--- config.mk ---
export PLATFORM = sky130hd
export DESIGN_NAME = erase_seq
export DESIGN_NICKNAME = d
export VERILOG_FILES = /design/src/rtl/erase_seq_pkg.sv /design/src/rtl/erase_status_decode.sv /design/src/rtl/erase_block_walker.sv /design/src/rtl/erase_poll_timer.sv /design/src/rtl/erase_seq.sv
export SDC_FILE = /design/constraint.sdc
export NUM_CORES = 1
export LEC_CHECK = 0
export ABC_AREA = 0
export ABC_CLOCK_PERIOD_IN_PS = 2300
export BUFFER_PORTS_ARGS = -buffer_cell sky130_fd_sc_hd__buf_2
export CAP_MARGIN = 10
export CORE_MARGIN = 10
export CORE_UTILIZATION = 35
export CTS_CLUSTER_DIAMETER = 100
export CTS_CLUSTER_SIZE = 20
export DETAILED_ROUTE_END_ITERATION = 16
export HOLD_SLACK_MARGIN = 0.05
export PLACE_DENSITY = 0.61
export SYNTH_ARGS = -nofsm -noshare
export SYNTH_HDL_FRONTEND = slang
export SYNTH_HIERARCHICAL = 1
export SYNTH_SLANG_ARGS = --single-unit
--- constraint.sdc ---
create_clock -name clk_i -period 2.3 [get_ports clk_i]
set_input_delay 0.345 -clock clk_i [delete_from_list [all_inputs] [get_ports clk_i]]
set_output_delay 0.345 -clock clk_i [all_outputs]
set_load 0.1 [all_outputs]
--- src/rtl/erase_seq_pkg.sv ---
package erase_seq_pkg;
  localparam logic [7:0] CMD_SETUP   = 8'h20;
  localparam logic [7:0] CMD_CONFIRM = 8'hD0;
  localparam logic [7:0] CMD_CLEAR   = 8'h50;
  localparam logic [7:0] CMD_ARRAY   = 8'hFF;

  typedef enum logic [1:0] {
    ERR_NONE  = 2'd0,
    ERR_VPP   = 2'd1,
    ERR_SEQ   = 2'd2,
    ERR_ERASE = 2'd3
  } err_e;

  typedef enum logic [2:0] {
    S_IDLE, S_SETUP, S_CONF, S_POLL, S_GAP, S_CLR, S_ARR
  } state_e;
endpackage

--- src/rtl/erase_status_decode.sv ---
module erase_status_decode
  import erase_seq_pkg::*;
(
  input  logic [2:0] err_bits_i,  // {bit5, bit4, bit3}
  output err_e       code_o
);
  always_comb begin
    if (err_bits_i[0])                        code_o = ERR_VPP;
    else if (err_bits_i[1] && err_bits_i[2])  code_o = ERR_SEQ;
    else if (err_bits_i[2])                   code_o = ERR_ERASE;
    else                                      code_o = ERR_NONE;
  end
endmodule

--- src/rtl/erase_block_walker.sv ---
module erase_block_walker #(
  parameter int BLK_W = 4,
  parameter int CNT_W = 5
) (
  input  logic             clk_i,
  input  logic             rst_ni,
  input  logic             load_i,
  input  logic             step_i,
  input  logic [BLK_W-1:0] first_i,
  input  logic [CNT_W-1:0] cnt_i,
  output logic [BLK_W-1:0] blk_o,
  output logic             last_o
);
  logic [CNT_W-1:0] rem_q;

  always_ff @(posedge clk_i or negedge rst_ni) begin
    if (!rst_ni) begin
      blk_o <= '0;
      rem_q <= '0;
    end else if (load_i) begin
      blk_o <= first_i;
      rem_q <= cnt_i;
    end else if (step_i) begin
      blk_o <= blk_o + 1'b1;
      rem_q <= rem_q - 1'b1;
    end
  end

  assign last_o = (rem_q == CNT_W'(1));

  a_r1_step_not_past_end: assert property (@(posedge clk_i) disable iff (!rst_ni)
    step_i |-> rem_q > CNT_W'(1));
endmodule

--- src/rtl/erase_poll_timer.sv ---
module erase_poll_timer #(
  parameter int POLL_LIMIT = 1000
) (
  input  logic clk_i,
  input  logic rst_ni,
  input  logic clr_i,
  input  logic inc_i,
  output logic expired_o
);
  localparam int CW = $clog2(POLL_LIMIT + 1);
  logic [CW-1:0] cnt_q;

  always_ff @(posedge clk_i or negedge rst_ni) begin
    if (!rst_ni)                      cnt_q <= '0;
    else if (clr_i)                   cnt_q <= '0;
    else if (inc_i && !expired_o)     cnt_q <= cnt_q + 1'b1;
  end

  assign expired_o = (cnt_q >= CW'(POLL_LIMIT));

  a_r8_count_bounded: assert property (@(posedge clk_i) disable iff (!rst_ni)
    cnt_q <= CW'(POLL_LIMIT));
endmodule

--- src/rtl/erase_seq.sv ---
module erase_seq
  import erase_seq_pkg::*;
#(
  parameter int BLK_W      = 4,
  parameter int CNT_W      = 5,
  parameter int OFF_W      = 4,
  parameter int POLL_LIMIT = 1000
) (
  input  logic                   clk_i,
  input  logic                   rst_ni,
  input  logic                   start_i,
  input  logic [BLK_W-1:0]       first_blk_i,
  input  logic [CNT_W-1:0]       blk_cnt_i,
  input  logic                   check_each_i,
  output logic [BLK_W+OFF_W-1:0] fl_addr_o,
  output logic [7:0]             fl_wdata_o,
  output logic                   fl_we_o,
  output logic                   fl_oe_o,
  input  logic [7:0]             fl_rdata_i,
  output logic                   done_o,
  output logic                   ok_o,
  output logic [1:0]             err_code_o,
  output logic                   timeout_o,
  output logic [BLK_W-1:0]       fail_blk_o
);
  localparam int ADDR_W = BLK_W + OFF_W;

  state_e           state_q;
  logic             each_q;
  logic             ready_q;
  logic [2:0]       err_bits_q;
  err_e             err_q;
  err_e             code;
  logic [BLK_W-1:0] cur_blk;
  logic             last_blk;
  logic             load, step, expired;

  erase_block_walker #(.BLK_W(BLK_W), .CNT_W(CNT_W)) u_walk (
    .clk_i, .rst_ni, .load_i(load), .step_i(step),
    .first_i(first_blk_i), .cnt_i(blk_cnt_i),
    .blk_o(cur_blk), .last_o(last_blk)
  );

  erase_poll_timer #(.POLL_LIMIT(POLL_LIMIT)) u_tmr (
    .clk_i, .rst_ni, .clr_i(state_q == S_CONF), .inc_i(state_q == S_POLL),
    .expired_o(expired)
  );

  erase_status_decode u_dec (.err_bits_i(err_bits_q), .code_o(code));

  assign load = (state_q == S_IDLE) && start_i;
  // advance when ready and (deferred, or checked clean) and more blocks remain
  assign step = (state_q == S_GAP) && ready_q && !last_blk &&
                (!each_q || code == ERR_NONE);

  always_ff @(posedge clk_i or negedge rst_ni) begin
    if (!rst_ni) begin
      state_q    <= S_IDLE;
      each_q     <= 1'b0;
      ready_q    <= 1'b0;
      err_bits_q <= '0;
      err_q      <= ERR_NONE;
      done_o     <= 1'b0;
      ok_o       <= 1'b0;
      timeout_o  <= 1'b0;
      fail_blk_o <= '0;
    end else begin
      unique case (state_q)
        S_IDLE: if (start_i) begin
          each_q     <= check_each_i;
          err_q      <= ERR_NONE;
          done_o     <= 1'b0;
          ok_o       <= 1'b0;
          timeout_o  <= 1'b0;
          fail_blk_o <= '0;
          state_q    <= (blk_cnt_i == '0) ? S_ARR : S_SETUP;
        end
        S_SETUP: state_q <= S_CONF;
        S_CONF:  state_q <= S_POLL;
        S_POLL: begin
          ready_q    <= fl_rdata_i[7];
          err_bits_q <= fl_rdata_i[5:3];
          state_q    <= S_GAP;
        end
        S_GAP: begin
          if (!ready_q) begin
            if (expired) begin
              timeout_o <= 1'b1;
              done_o    <= 1'b1;
              state_q   <= S_IDLE;
            end else begin
              state_q <= S_POLL;
            end
          end else if (each_q || last_blk) begin
            if (code != ERR_NONE) begin
              err_q      <= code;
              fail_blk_o <= cur_blk;
              state_q    <= S_CLR;
            end else if (last_blk) begin
              state_q <= S_ARR;
            end else begin
              state_q <= S_SETUP;
            end
          end else begin
            state_q <= S_SETUP;
          end
        end
        S_CLR: state_q <= S_ARR;
        S_ARR: begin
          ok_o    <= (err_q == ERR_NONE);
          done_o  <= 1'b1;
          state_q <= S_IDLE;
        end
        default: state_q <= S_IDLE;
      endcase
    end
  end

  always_comb begin
    fl_we_o    = 1'b0;
    fl_wdata_o = CMD_ARRAY;
    unique case (state_q)
      S_SETUP: begin fl_we_o = 1'b1; fl_wdata_o = CMD_SETUP;   end
      S_CONF:  begin fl_we_o = 1'b1; fl_wdata_o = CMD_CONFIRM; end
      S_CLR:   begin fl_we_o = 1'b1; fl_wdata_o = CMD_CLEAR;   end
      S_ARR:   begin fl_we_o = 1'b1; fl_wdata_o = CMD_ARRAY;   end
      default: ;
    endcase
  end

  assign fl_oe_o    = (state_q == S_POLL);
  assign fl_addr_o  = (state_q == S_SETUP || state_q == S_CONF) ?
                      {cur_blk, {OFF_W{1'b0}}} : ADDR_W'(0);
  assign err_code_o = err_q;

  a_r12_no_overlap: assert property (@(posedge clk_i) disable iff (!rst_ni)
    !(fl_we_o && fl_oe_o));
  a_r2_read_gap: assert property (@(posedge clk_i) disable iff (!rst_ni)
    fl_oe_o |=> !fl_oe_o);
  a_r1_confirm_follows_setup: assert property (@(posedge clk_i) disable iff (!rst_ni)
    (fl_we_o && fl_wdata_o == CMD_CONFIRM) |->
      ($past(fl_we_o && fl_wdata_o == CMD_SETUP) && $past(fl_addr_o) == fl_addr_o));
  a_r6_clear_before_array: assert property (@(posedge clk_i) disable iff (!rst_ni)
    (fl_we_o && fl_wdata_o == CMD_ARRAY && err_q != ERR_NONE) |->
      $past(fl_we_o && fl_wdata_o == CMD_CLEAR));
  a_r8_timeout_not_ok: assert property (@(posedge clk_i) disable iff (!rst_ni)
    timeout_o |-> (!ok_o && err_code_o == 2'd0));
  a_r3_ok_zero_code: assert property (@(posedge clk_i) disable iff (!rst_ni)
    ok_o |-> (err_code_o == 2'd0 && done_o));
endmodule

# After elaboration in Yosys (flattened, before gate mapping)
# Index checks and enable logic that the tools add are counted.
[word_totals] reg_bits=36 elab_cells=93 output_inout_bits=27 mem_count=0 romBits=0 latchBits=0 ram_bits=0
[op_classes] n_div=0 n_mul=0 add_sub_neg=3 order_cmp=1 reduce_logical=28 eq_ne=13 n_shift=0 muxes=36 n_bitwise=0
[ops] op="$mux 4" count=6
[ops] op="$pmux 8 s3" count=1
[ops] op="$mux 10" count=2
[ops] op="$mux 3" count=6
[ops] op="$pmux 3 s6" count=1
[ops] op="$mux 2" count=8
[ops] op="$add 10x1->10 const B" count=1
[ops] op="$ge 10x10->1 const B" count=1
[ops] op="$mux 5" count=2
[ops] op="$reduce_bool 2->1" count=5
[ops] op="$eq 3x3->1 const B" count=3
[ops] op="$mux 8" count=1
[ops] op="$pmux 4 s2" count=1
[ops] op="$reduce_and 4->1" count=2
[ops] op="$eq 3x2->1 const B" count=2
[ops] op="$logic_and 1x1->1" count=6
[ops] op="$ne 2x1->1 const B" count=3
[ops] op="$ne 2x2->1 const B" count=3
[ops] op="$eq 5x1->1 const B" count=1
[ops] op="$logic_not 5->1" count=1
[ops] op="$reduce_and 5->1" count=1
[ops] op="$sub 5x1->5 const B" count=1
[ops] op="$add 4x1->4 const B" count=1
[ops] op="$logic_not 2->1" count=2
[ops] op="11 further kinds" count=20

# Longest topological paths before layout
# Gate-level depths: netlist of the first run.
[depth] depth_word=8 ltp_mapped=8 mapped_depth_nobuf=7

# By module
# Netlist of the first run, hierarchy kept.
[modules_own_cells] mod="erase_seq" area_per_inst_um2=1027.2 seq_area_each_um2=425.4 cells_per_inst=108 n_inst=1
[modules_own_cells] mod="erase_poll_timer" area_per_inst_um2=651.9 seq_area_each_um2=250.2 cells_per_inst=65 n_inst=1
[modules_own_cells] mod="erase_block_walker" area_per_inst_um2=508.0 seq_area_each_um2=225.2 cells_per_inst=48 n_inst=1
[modules_own_cells] mod="erase_status_decode" area_per_inst_um2=17.5 seq_area_each_um2=0.0 cells_per_inst=3 n_inst=1

# Worst setup path after synthesis of the first run
# No wires, ideal clock.
[synth_timing] kind="register to output" startpoint="register state_q[1]" endpoint="output fl_wdata_o[1]" setup_slack_ps=-632 t_required_ps=1955 path_stages_with_launch=6 arrival_ps=2587 path_cell_list="dfrtp_1 buf_2 nor2_1 inv_1 o21a_1 buf_4"
[synth_via] elab_chain_len=2 elab_cells_between_ends=4
[synth_rtl] item="from (decl)" line_no="erase_seq.sv:28" source="state_e state_q;"
[synth_rtl] item="from (signal assigned)" line_no="erase_seq.sv:76" source="state_q <= (blk_cnt_i == '0) ? S_ARR : S_SETUP;"
[synth_rtl] item="$eq 3x3->1 (tied with other cells)" line_no="erase_seq.sv:122" source="unique case (state_q)"
[synth_rtl] item="$pmux 8 s3 (*)" line_no="erase_seq.sv:122"
[synth_rtl] item="to (decl)" line_no="erase_seq.sv:16" source="output logic [7:0] fl_wdata_o,"
# Mark *: on every way between the ends. The rest lies on a longest branch, timed or not.

# Worst setup path in the final report of the first run
[layout_timing] startpoint="register u_walk.rem_q[1]" endpoint="register state_q[1]"
[layout_via] elab_chain_len=6 elab_cells_between_ends=7
[layout_rtl] item="from (decl)" line_no="erase_block_walker.sv:14" source="logic [CNT_W-1:0] rem_q;"
[layout_rtl] item="from (signal assigned)" line_no="erase_block_walker.sv:22" source="rem_q <= cnt_i;"
[layout_rtl] item="from (signal assigned)" line_no="erase_block_walker.sv:25" source="rem_q <= rem_q - 1'b1;"
[layout_rtl] item="$eq 5x1->1 (*)" line_no="erase_block_walker.sv:29" source="assign last_o = (rem_q == CNT_W'(1));"
[layout_rtl] item="via last_blk" line_no="erase_seq.sv:35" source="logic last_blk;"
[layout_rtl] item="$mux 3" line_no="erase_seq.sv:99" source="end else if (last_blk) begin"
[layout_rtl] item="$mux 3" line_no="erase_seq.sv:95" source="if (code != ERR_NONE) begin"
[layout_rtl] item="$mux 3 (*)" line_no="erase_seq.sv:94" source="end else if (each_q || last_blk) begin"
[layout_rtl] item="$mux 3 (*)" line_no="erase_seq.sv:86" source="if (!ready_q) begin"
[layout_rtl] item="$pmux 3 s6 (*)" line_no="erase_seq.sv:68" source="unique case (state_q)"
# The timed path passes the listed nets; every way through them passes the cells marked *.
# A chain may end at the register's enable or synchronous reset.

==> results of run 1 <==
-- final timing paths --
check / to / depth (start not counted) / slack [ps] / from
hold / removal: err_bits_q[0]$_DFFE_PN0P_ / 1 / 150 / rst_ni
hold reg to reg: ok_o$_DFFE_PN0P_ / 1 / 480 / err_code_o[1]$_DFFE_PN0P_
min in group clk_i: u_walk/blk_o[2]$_DFFE_PN0P_ / 3 / 270 / first_blk_i[2]
setup / recovery: state_q[1]$_DFFE_PN0P_ / 7 / 180 / u_walk/rem_q[1]$_DFFE_PN0P_
setup reg to reg: state_q[1]$_DFFE_PN0P_ / 7 / 180 / u_walk/rem_q[1]$_DFFE_PN0P_
max in group asynchronous: state_q[1]$_DFFE_PN0P_ / 1 / 1570 / rst_ni
-- per-stage QoR --
step                setup WS, ps  cells
global route               14.22    341
finish                     177.3    341
global placement           212.6    333
floorplan                 -51.40    227
CTS                        94.12    341
detailed placement         197.4    333
-- layout make-up --
| class | count | area, µm² | share of cell area [%] |
|---|---|---|---|
| clock buffers | 5 | 68.82 | 2.596 |
| clock inverters | 3 | 42.54 | 1.605 |
| inverters | 17 | 71.32 | 2.690 |
| multi-input cells | 157 | 1150 | 43.37 |
| flip-flops and latches | 36 | 902.1 | 34.03 |
| well taps | 75 | 93.84 | 3.539 |
| repair buffers | 48 | 322.8 | 12.18 |
-- sequential cells by signal, summed over array words and instances (netlist names) --
register,count
u_walk/rem_q,5
state_q,3
u_walk/blk_o,4
ready_q,1
ok_o,1
done_o,1
timeout_o,1
err_bits_q,3
fail_blk_o,4
err_code_o,2
u_tmr/cnt_q,10
each_q,1
-- synth_stat cells (4+ instances only) --
| cell type | number |
|---|---|
| a211oi_1 | 4 |
| a21oi_1 | 7 |
| and2_1 | 6 |
| buf_4 | 8 |
| buf_6 | 4 |
| dfrtp_1 | 36 |
| ha_1 | 5 |
| inv_1 | 17 |
| mux2_1 | 5 |
| mux2_2 | 6 |
| mux2i_1 | 8 |
| nand2_1 | 23 |
| nand3_1 | 4 |
| nor2_1 | 14 |
| nor2b_1 | 5 |
| o21ai_0 | 9 |
| xnor2_1 | 4 |
| xor2_1 | 4 |
-- routing by layer --
layer  track usage, %  share of wire, %
met2            15.73                46
met5                0                 0
met4            2.977              0.73
met3            4.291               6.9
met1            12.39                46
-- cell families (layout without fill, tap and decap cells) --
logic type | count (synthesis) | count (layout)
compound gates | 40 | 40
other cells | 1 | 4
xor+xnor | 8 | 8
fa+ha+maj | 5 | 5
simple gates | 80 | 80
buf+inv | 34 | 73
mux | 20 | 20
flops | 36 | 36
-- worst register-to-register path: cells and delay by family, from the launching register on --
family	cells	cell delay, ps
AOI/OAI and AO/OA	2	440
DFF	1	420
and+or+nand+nor	2	740
buffers and inverters	2	310
adders and majority gates	1	140
-- repair_timing --
| item | in CTS | in global routing |
|---|---|---|
| resized for setup | 1 | 1 |
| buffers inserted | 0 | 0 |
| hold buffers | 0 | 0 |
| endpoints found under the hold margin | 0 | 0 |
| setup endpoints to repair | 4 | 1 |
| gates cloned | 0 | 0 |
==> key figures, run 1 <==
Finish
  • Ant diodes: 0
  • Layout Nets: 291
  • Highest-count cells in the layout ignoring fill and taps: dfrtp_1 (35), buf_2 (35), nand2_1 (23)
  • Util after Layout: 44.00%
  • Layout cells sized above 1: 31.20%
  • Synth-to-layout area growth: 20.26%
  • Fin area: 2651 µm²
  • Number of fill cells: 586

Clock network
  • Clk buf depth: 2
  • Clk Latency, worst-skew pair: 300 ps
  • Clk sinks: 36
  • CTS tree: done
  • Total CTS buffers: 5
  • Root Buffer: clkbuf_8
  • Clock-pin slew on the worst setup and hold paths: 80 ps
  • CTS H-tree depth: 2

Drt
  • Avg WL per Cell: 14.43 µm
  • Via density: 4.894
  • Vias: 1669
  • DR DRC count: 0
  • Remaining antenna violation count after routing: 0
  • 1st-pass router iterations: 4
  • Drt initial violations: 59
  • Routed WL: 4.921 mm

Logic synthesis
  • Post-synthesis adder-cell area fraction: 2.838%
  • Synthesized instance count: 224
  • Largest area contributor in the netlist: dfrtp_1
  • Post-synthesis mux area share: 9.932%
  • Post-Synth Simple-Gate Area: 21.40%
  • Post-synth EDFFs: 0
  • Synthesized cell area: 2205 µm²
  • Compound-Gate Fraction of Synth Area: 13.00%
  • Synth Area in XOR/XNOR: 3.178%
  • Post-Syn Area per Cell: 9.842 µm²
  • Synthesis Warnings: 6
  • Post-synth ARST share: 100.0%
  • Yosys reg bits: 36
  • Synth top area cells: dfrtp_1 (41%), nand2_1 (3.9%), mux2i_1 (3.6%)
  • Synth unique cells: 57
  • Main combinational cell family by area after synthesis: simple AND/OR/NAND/NOR gates
  • Sequential fraction of the synthesis area: 40.86%
  • Share of the synthesized area in the top cell type: 40.86%
  • Top FF cell, synth: dfrtp_1

Worst setup path
  • Crit path max fanout: 4
  • Worst path max stage delay: 420 ps
  • Critical Path End Type: flop
  • CP delay by family, top: simple AND/OR/NAND/NOR gates
  • CP Buf/Inv Count: 2
  • WS Path Type: flop to flop
  • Crit path DAT: 2330 ps
  • Startpoint Class: flop
  • Critical path required time: 2510 ps
  • Crit path cell chain: inv_1, ha_1, nor4b_1, buf_4, or3b_1, a211o_1, a31oi_1
  • Critical-path top delay cell: dfrtp_1

STA
  • Final setup fails: 0
  • Clock Skew: 11.54 ps
  • RSZ-0062 raised after global routing: false
  • Worst slew pin tran: 829.1 ps
  • Hold slack: 147.6 ps
  • Slew Viols, Final: 0
  • Total negative slack: 0 ps
  • Hold Vio Cnt, Final: 0
  • Tmin final: 2123 ps
  • Fmax: 471.1 MHz
  • Period utilization: 92.29%
  • Rel. slew slack: 44.73%

Global routing
  • GRT overflow: 0
  • First-pass GRT wire length: 8.266 mm
  • GRT Total Usage: 10.11%
  • Initial antenna violation count: 0
  • Vias in the first global route: 1692
  • Largest net degree at the start of global routing: 37

Die
  • Die W: 99.37 µm
  • Die ar.: 9873 µm²
  • Die H: 99.37 µm
  • Effective utilization at floorplan: 36.59%
  • CORE AREA: 6026 µm²
  • Io pins: 48
  • Row Count: 28

Run
  • Max-cap violations: 0

Placed design
  • Port Buffers: 39
  • DP HPWL: 3.585 mm
  • Dpl cell area: 2535 µm²
  • Placer congestion estimate: 0.8355

Hold path
  • Worst hold path class: primary input to asynchronous set/reset pin

Outcome
  • Status: completed
Power of run 1 is left out: the tool's default activity adds up to more than one toggle a clock period on the data nets, which glitch-free logic cannot reach.
==> inputs of run 2 (changes only) <==
--- a/config.mk
+++ b/config.mk
@@ -11,6 +11,7 @@
 export CAP_MARGIN = 10
 export CORE_MARGIN = 10
 export CORE_UTILIZATION = 35
+export CTS_BUF_LIST = sky130_fd_sc_hd__clkbuf_16
 export CTS_CLUSTER_DIAMETER = 100
 export CTS_CLUSTER_SIZE = 20
 export DETAILED_ROUTE_END_ITERATION = 16
==> run 2 against run 1 <==
Utilization is 0.91 points higher. Die area stayed put. Wire length is 0.79% higher. Global-route usage is 0.32 points higher. Fmax is 2.7% lower. Design area is 2.1% higher. Hold slack better by 16 ps. Sequential share of layout area is 0.74 points lower. Clock-buffer cell count stayed put. Critical path type is now flop to output port.
==> key figures, run 2 (synthesized netlist as in run 1, its figures left out) <==
Die
  • Die H: 99.37 µm (unchanged)
  • Die W: 99.37 µm (unchanged)
  • Row Count: 28 (unchanged)
  • Effective utilization at floorplan: 36.59% (unchanged)
  • CORE AREA: 6026 µm² (unchanged)
  • Die ar.: 9873 µm² (unchanged)
  • Io pins: 48 (unchanged)

STA
  • Slew Viols, Final: 0 (unchanged)
  • Rel. slew slack: 43.49% (-1.2 points)
  • RSZ-0062 raised after global routing: false
  • Clock Skew: 6.739 ps (-4.805 ps)
  • Final setup fails: 0 (unchanged)
  • Worst slew pin tran: 847.6 ps (+18.55 ps)
  • Tmin final: 2182 ps (+59.45 ps)
  • Hold Vio Cnt, Final: 0 (unchanged)
  • Hold slack: 164.0 ps (+16.39 ps)
  • Period utilization: 94.88% (+2.6 points)
  • Fmax: 458.3 MHz (-2.7%)

Global routing
  • First-pass GRT wire length: 8.293 mm (+0.33%)
  • Largest net degree at the start of global routing: 37 (unchanged)
  • GRT overflow: 0 (unchanged)
  • Vias in the first global route: 1706 (+0.83%)
  • Initial antenna violation count: 0 (unchanged)
  • GRT Total Usage: 10.42% (+0.32 points)

Worst setup path
  • Critical-path top delay cell: dfrtp_1
  • Critical path required time: 1960 ps (-550 ps)
  • Critical Path End Type: output port
  • Crit path max fanout: 13 (+9)
  • Crit path DAT: 1840 ps (-490 ps)
  • Startpoint Class: flop
  • Worst path max stage delay: 540 ps (+120 ps)
  • WS Path Type: flop to output port
  • Crit path cell chain: nor2_4, clkinvlp_4, a21oi_2, and2_2, buf_12

Clock network
  • # Post-CTS Setup Buffers: 0 (unchanged)
  • Root Buffer: clkbuf_16
  • Clock-pin slew on the worst setup and hold paths: 60 ps (-20 ps)
  • Post_cts resized: 1 (unchanged)
  • CTS tree: done
  • Clk Latency, worst-skew pair: 290 ps (about the same)
  • CTS H-tree depth: 2 (unchanged)
  • Hold Buf Count CTS: 0 (unchanged)
  • Clk buf depth: 2 (unchanged)
  • Clk sinks: 36 (unchanged)
  • Total CTS buffers: 5 (unchanged)

Run
  • Max-cap violations: 0 (unchanged)

Outcome
  • Status: completed

Finish
  • Number of fill cells: 581 (-0.85%)
  • Fin area: 2706 µm² (+2.1%)
  • Most common cell after layout, fill and taps aside: dfrtp_1
  • Layout cells sized above 1: 30.83% (-0.38 points)
  • Max FFs per register: 10 (unchanged)
  • Most flop-heavy register: u_tmr/cnt_q
  • Biggest registers after layout: u_tmr/cnt_q (10), u_walk/rem_q (5)
  • Util after Layout: 44.91% (+0.91 points)
  • Highest-count cells in the layout ignoring fill and taps: dfrtp_1 (36), buf_2 (35), nand2_1 (23)
  • Layout Nets: 291 (unchanged)
  • Ant diodes: 0 (unchanged)
  • Synth-to-layout area growth: 22.76%

Drt
  • 1st-pass router iterations: 4 (unchanged)
  • Via density: 4.962 (+1.4%)
  • Routed WL: 4.960 mm (+0.79%)
  • DR DRC count: 0 (unchanged)
  • Drt initial violations: 50 (-15%)
  • Remaining antenna violation count after routing: 0 (unchanged)
  • Vias: 1692 (+1.4%)
  • Avg WL per Cell: 14.55 µm (+0.79%)

Hold path
  • Worst hold path class: primary input to asynchronous set/reset pin

Placed design
  • Placer congestion estimate: 0.8355 (unchanged)
  • Dpl cell area: 2535 µm² (unchanged)
  • DP HPWL: 3.585 mm (unchanged)
  • Port Buffers: 39 (unchanged)
run 2: cell counts in the layout (fill, tap and decap cells not counted):
No cell type changed its count.
run 2: path summary, 6_finish.rpt:
path	startpoint	slack, ps	depth (start not counted)	end
hold / removal	rst_ni	160	1	err_bits_q[0]$_DFFE_PN0P_
max in group asynchronous	rst_ni	1600	1	ready_q$_DFFE_PN0P_
min in group clk_i	first_blk_i[2]	270	3	u_walk/blk_o[2]$_DFFE_PN0P_
hold reg to reg	err_code_o[1]$_DFFE_PN0P_	480	1	ok_o$_DFFE_PN0P_
setup reg to reg	u_walk/rem_q[1]$_DFFE_PN0P_	170	7	state_q[1]$_DFFE_PN0P_
setup / recovery	state_q[1]$_DFFE_PN0P_	120	5	fl_addr_o[5]
run 2: per-layer routing:
layer  share of wire, %  vias to the layer above  wire (µm)  track usage, %
li1                   -                      840          -               -
met1                 45                      803       2239           12.08
met2                 46                       41       2260           16.03
met3                7.1                        8        353           4.291
met4                2.1                        0        106           5.623
met5                  0                        -          0               0
run 2: layout make-up:
type,count,area [µm²],share of cell area [%]
clock buffer,5,125.1,4.623
clock inverter,3,42.54,1.572
inverter,17,71.32,2.635
multi-input combinational,157,1150,42.49
sequential,36,900.9,33.29
tap,75,93.84,3.467
timing repair buffer,48,322.8,11.93
run 2: through the flow:
stage               std cells  worst slack [ps]  setup TNS (ps)
finish                    341             117.9               0
global route              341             14.53               0
CTS                       341             108.0               0
detailed placement        333             197.4               0
global placement          333             212.6               0
floorplan                 227            -51.40          -276.3
run 2: worst max-delay path, delay by kind of cell, from the launching register on:
| family | cells | cell delay (ps) |
|---|---|---|
| AND/OR/NAND/NOR | 2 | 420 |
| buffers and inverters | 2 | 330 |
| AO/OA/AOI/OAI | 1 | 260 |
| flip-flops | 1 | 540 |
Power of run 2 is left out for the same reason.
==> inputs of run 3 (changes only) <==
--- a/config.mk
+++ b/config.mk
@@ -9,7 +9,7 @@
 export ABC_CLOCK_PERIOD_IN_PS = 2300
 export BUFFER_PORTS_ARGS = -buffer_cell sky130_fd_sc_hd__buf_2
 export CAP_MARGIN = 10
-export CORE_MARGIN = 10
+export CORE_MARGIN = 4
 export CORE_UTILIZATION = 35
 export CTS_BUF_LIST = sky130_fd_sc_hd__clkbuf_16
 export CTS_CLUSTER_DIAMETER = 100
==> run 3 against run 2 <==
Sequential cell count stayed put. Cell count stayed put. Via count fell by 1.8%. Non-clock buffer count increased by 1. Fmax hardly changed. Critical path depth unchanged. Utilization shrank 0.52 points. Wire length shrank 7.8%. Largest cell class unchanged.
==> key figures, run 3 (synthesized netlist as in run 1, its figures left out) <==
Worst setup path
  • Critical path required time: 1960 ps (about the same)
  • Critical Path End Type: output port
  • WS Path Type: flop to output port
  • Crit path from: state_q[1]$_DFFE_PN0P_
  • Startpoint Class: flop
  • Crit path max fanout: 8 (-5)
  • Crit path DAT: 1840 ps (about the same)
  • Worst r2r src: u_walk/rem_q[1]$_DFFE_PN0P_

Finish
  • Synth-to-layout area growth: 21.34%
  • Max FFs per register: 10 (unchanged)
  • Most common cell after layout, fill and taps aside: dfrtp_1
  • Ant diodes: 0 (unchanged)
  • Layout cells sized above 1: 29.70% (-1.1 points)
  • Most flop-heavy register: u_tmr/cnt_q
  • Biggest registers after layout: u_tmr/cnt_q (10), u_walk/rem_q (5)
  • Layout Nets: 292 (+0.34%)
  • Highest-count cells in the layout ignoring fill and taps: dfrtp_1 (36), buf_2 (35), nand2_1 (23)
  • Number of fill cells: 592 (+1.9%)

Global routing
  • First-pass GRT wire length: 7.672 mm (-7.5%)
  • Initial antenna violation count: 0 (unchanged)
  • GRT overflow: 0 (unchanged)
  • Largest net degree at the start of global routing: 37 (unchanged)
  • GRT Total Usage: 12.98% (+2.6 points)
  • Vias in the first global route: 1648 (-3.4%)

Drt
  • Routed WL: 4.574 mm (-7.8%)
  • DR DRC count: 0 (unchanged)
  • Vias: 1661 (-1.8%)
  • Avg WL per Cell: 13.41 µm (-7.8%)
  • Via density: 4.871 (-1.8%)
  • Remaining antenna violation count after routing: 0 (unchanged)
  • 1st-pass router iterations: 4 (unchanged)
  • Drt initial violations: 50 (unchanged)

Die
  • Die W: 87.37 µm (-12%)
  • CORE AREA: 6026 µm² (unchanged)
  • Die H: 87.37 µm (-12%)
  • Effective utilization at floorplan: 36.59% (unchanged)
  • Die ar.: 7633 µm² (-23%)
  • Io pins: 48 (unchanged)
  • Row Count: 28 (unchanged)

Outcome
  • Status: completed

Hold path
  • Worst hold path class: primary input to asynchronous set/reset pin

Placed design
  • Placer congestion estimate: 0.7413 (-11%)
  • Port Buffers: 39 (unchanged)
  • DP HPWL: 3.377 mm (-5.8%)

STA
  • Hold Vio Cnt, Final: 0 (unchanged)
  • Rel. slew slack: 44.38% (+0.89 points)
  • Fmax: 458.5 MHz (about the same)
  • Hold slack: 174.4 ps (+10.40 ps)
  • Tmin final: 2181 ps (-1.000 ps)
  • Slew Viols, Final: 0 (unchanged)
  • Final setup fails: 0 (unchanged)
  • Period utilization: 94.83% (about the same)
  • Worst slew pin tran: 834.3 ps (-13.31 ps)
  • Clock Skew: 4.532 ps (-2.207 ps)
  • RSZ-0062 raised after global routing: false

Clock network
  • Clk sinks: 36 (unchanged)
  • Clock-pin slew on the worst setup and hold paths: 50 ps (about the same)
  • Root Buffer: clkbuf_16
  • Hold Buf Count CTS: 0 (unchanged)
  • Post_cts resized: 0 (-1)
  • Total CTS buffers: 5 (unchanged)
  • Clk Latency, worst-skew pair: 270 ps (-20 ps)
  • # Post-CTS Setup Buffers: 0 (unchanged)
  • Clk buf depth: 2 (unchanged)
  • CTS H-tree depth: 2 (unchanged)
  • CTS tree: done

Run
  • Max-cap violations: 0 (unchanged)
run 3: critical path, stage by stage, from the launching register on:
cell and delay (ps):
dfrtp_1 490, nor2_4 170, clkinvlp_4 140, a21oi_1 340
and2_2 250, buf_12 180
run 3: cell type report:
| class | instances | area, µm² | share of cell area, % |
|---|---|---|---|
| well taps | 75 | 93.84 | 3.508 |
| multi-input cells | 157 | 1146 | 42.84 |
| flip-flops and latches | 36 | 900.9 | 33.68 |
| inverters | 17 | 71.32 | 2.666 |
| clock buffers | 5 | 125.1 | 4.677 |
| clock inverters | 2 | 7.507 | 0.2806 |
| repair buffers | 49 | 330.3 | 12.35 |
run 3: path summary, 6_finish.rpt:
kind | end | slack, ps | cells past startpoint
max | fl_addr_o[6] | 120 | 5
min | u_tmr/cnt_q[1]$_DFFE_PN0P_ | 170 | 1
max reg2reg | state_q[1]$_DFFE_PN0P_ | 190 | 7
min reg2reg | ok_o$_DFFE_PN0P_ | 490 | 1
max in group asynchronous | state_q[0]$_DFFE_PN0P_ | 1610 | 1
min in group clk_i | u_walk/blk_o[1]$_DFFE_PN0P_ | 270 | 3
run 3: through the flow:
stage	TNS (ps)	cell area, µm²	utilization [%]	std cells	setup slack [ps]
global route	0	2675	44.39	341	0.4030
CTS	0	2675	44.39	341	69.24
detailed placement	0	2542	42.19	334	166.2
global placement	0	2542	42.19	334	218.8
floorplan	-276.3	2257	-	227	-51.40
finish	0	2675	44.39	341	118.9
run 3: layer usage:
layer  global-route usage [%]  part of all wire [%]  up-vias
li1                         -                     -      840
met1                    17.70                    47      783
met2                    19.93                    46       32
met3                    3.122                   4.7        6
met4                    4.742                   1.5        0
met5                        0                     0        -
Power of run 3 is left out for the same reason.
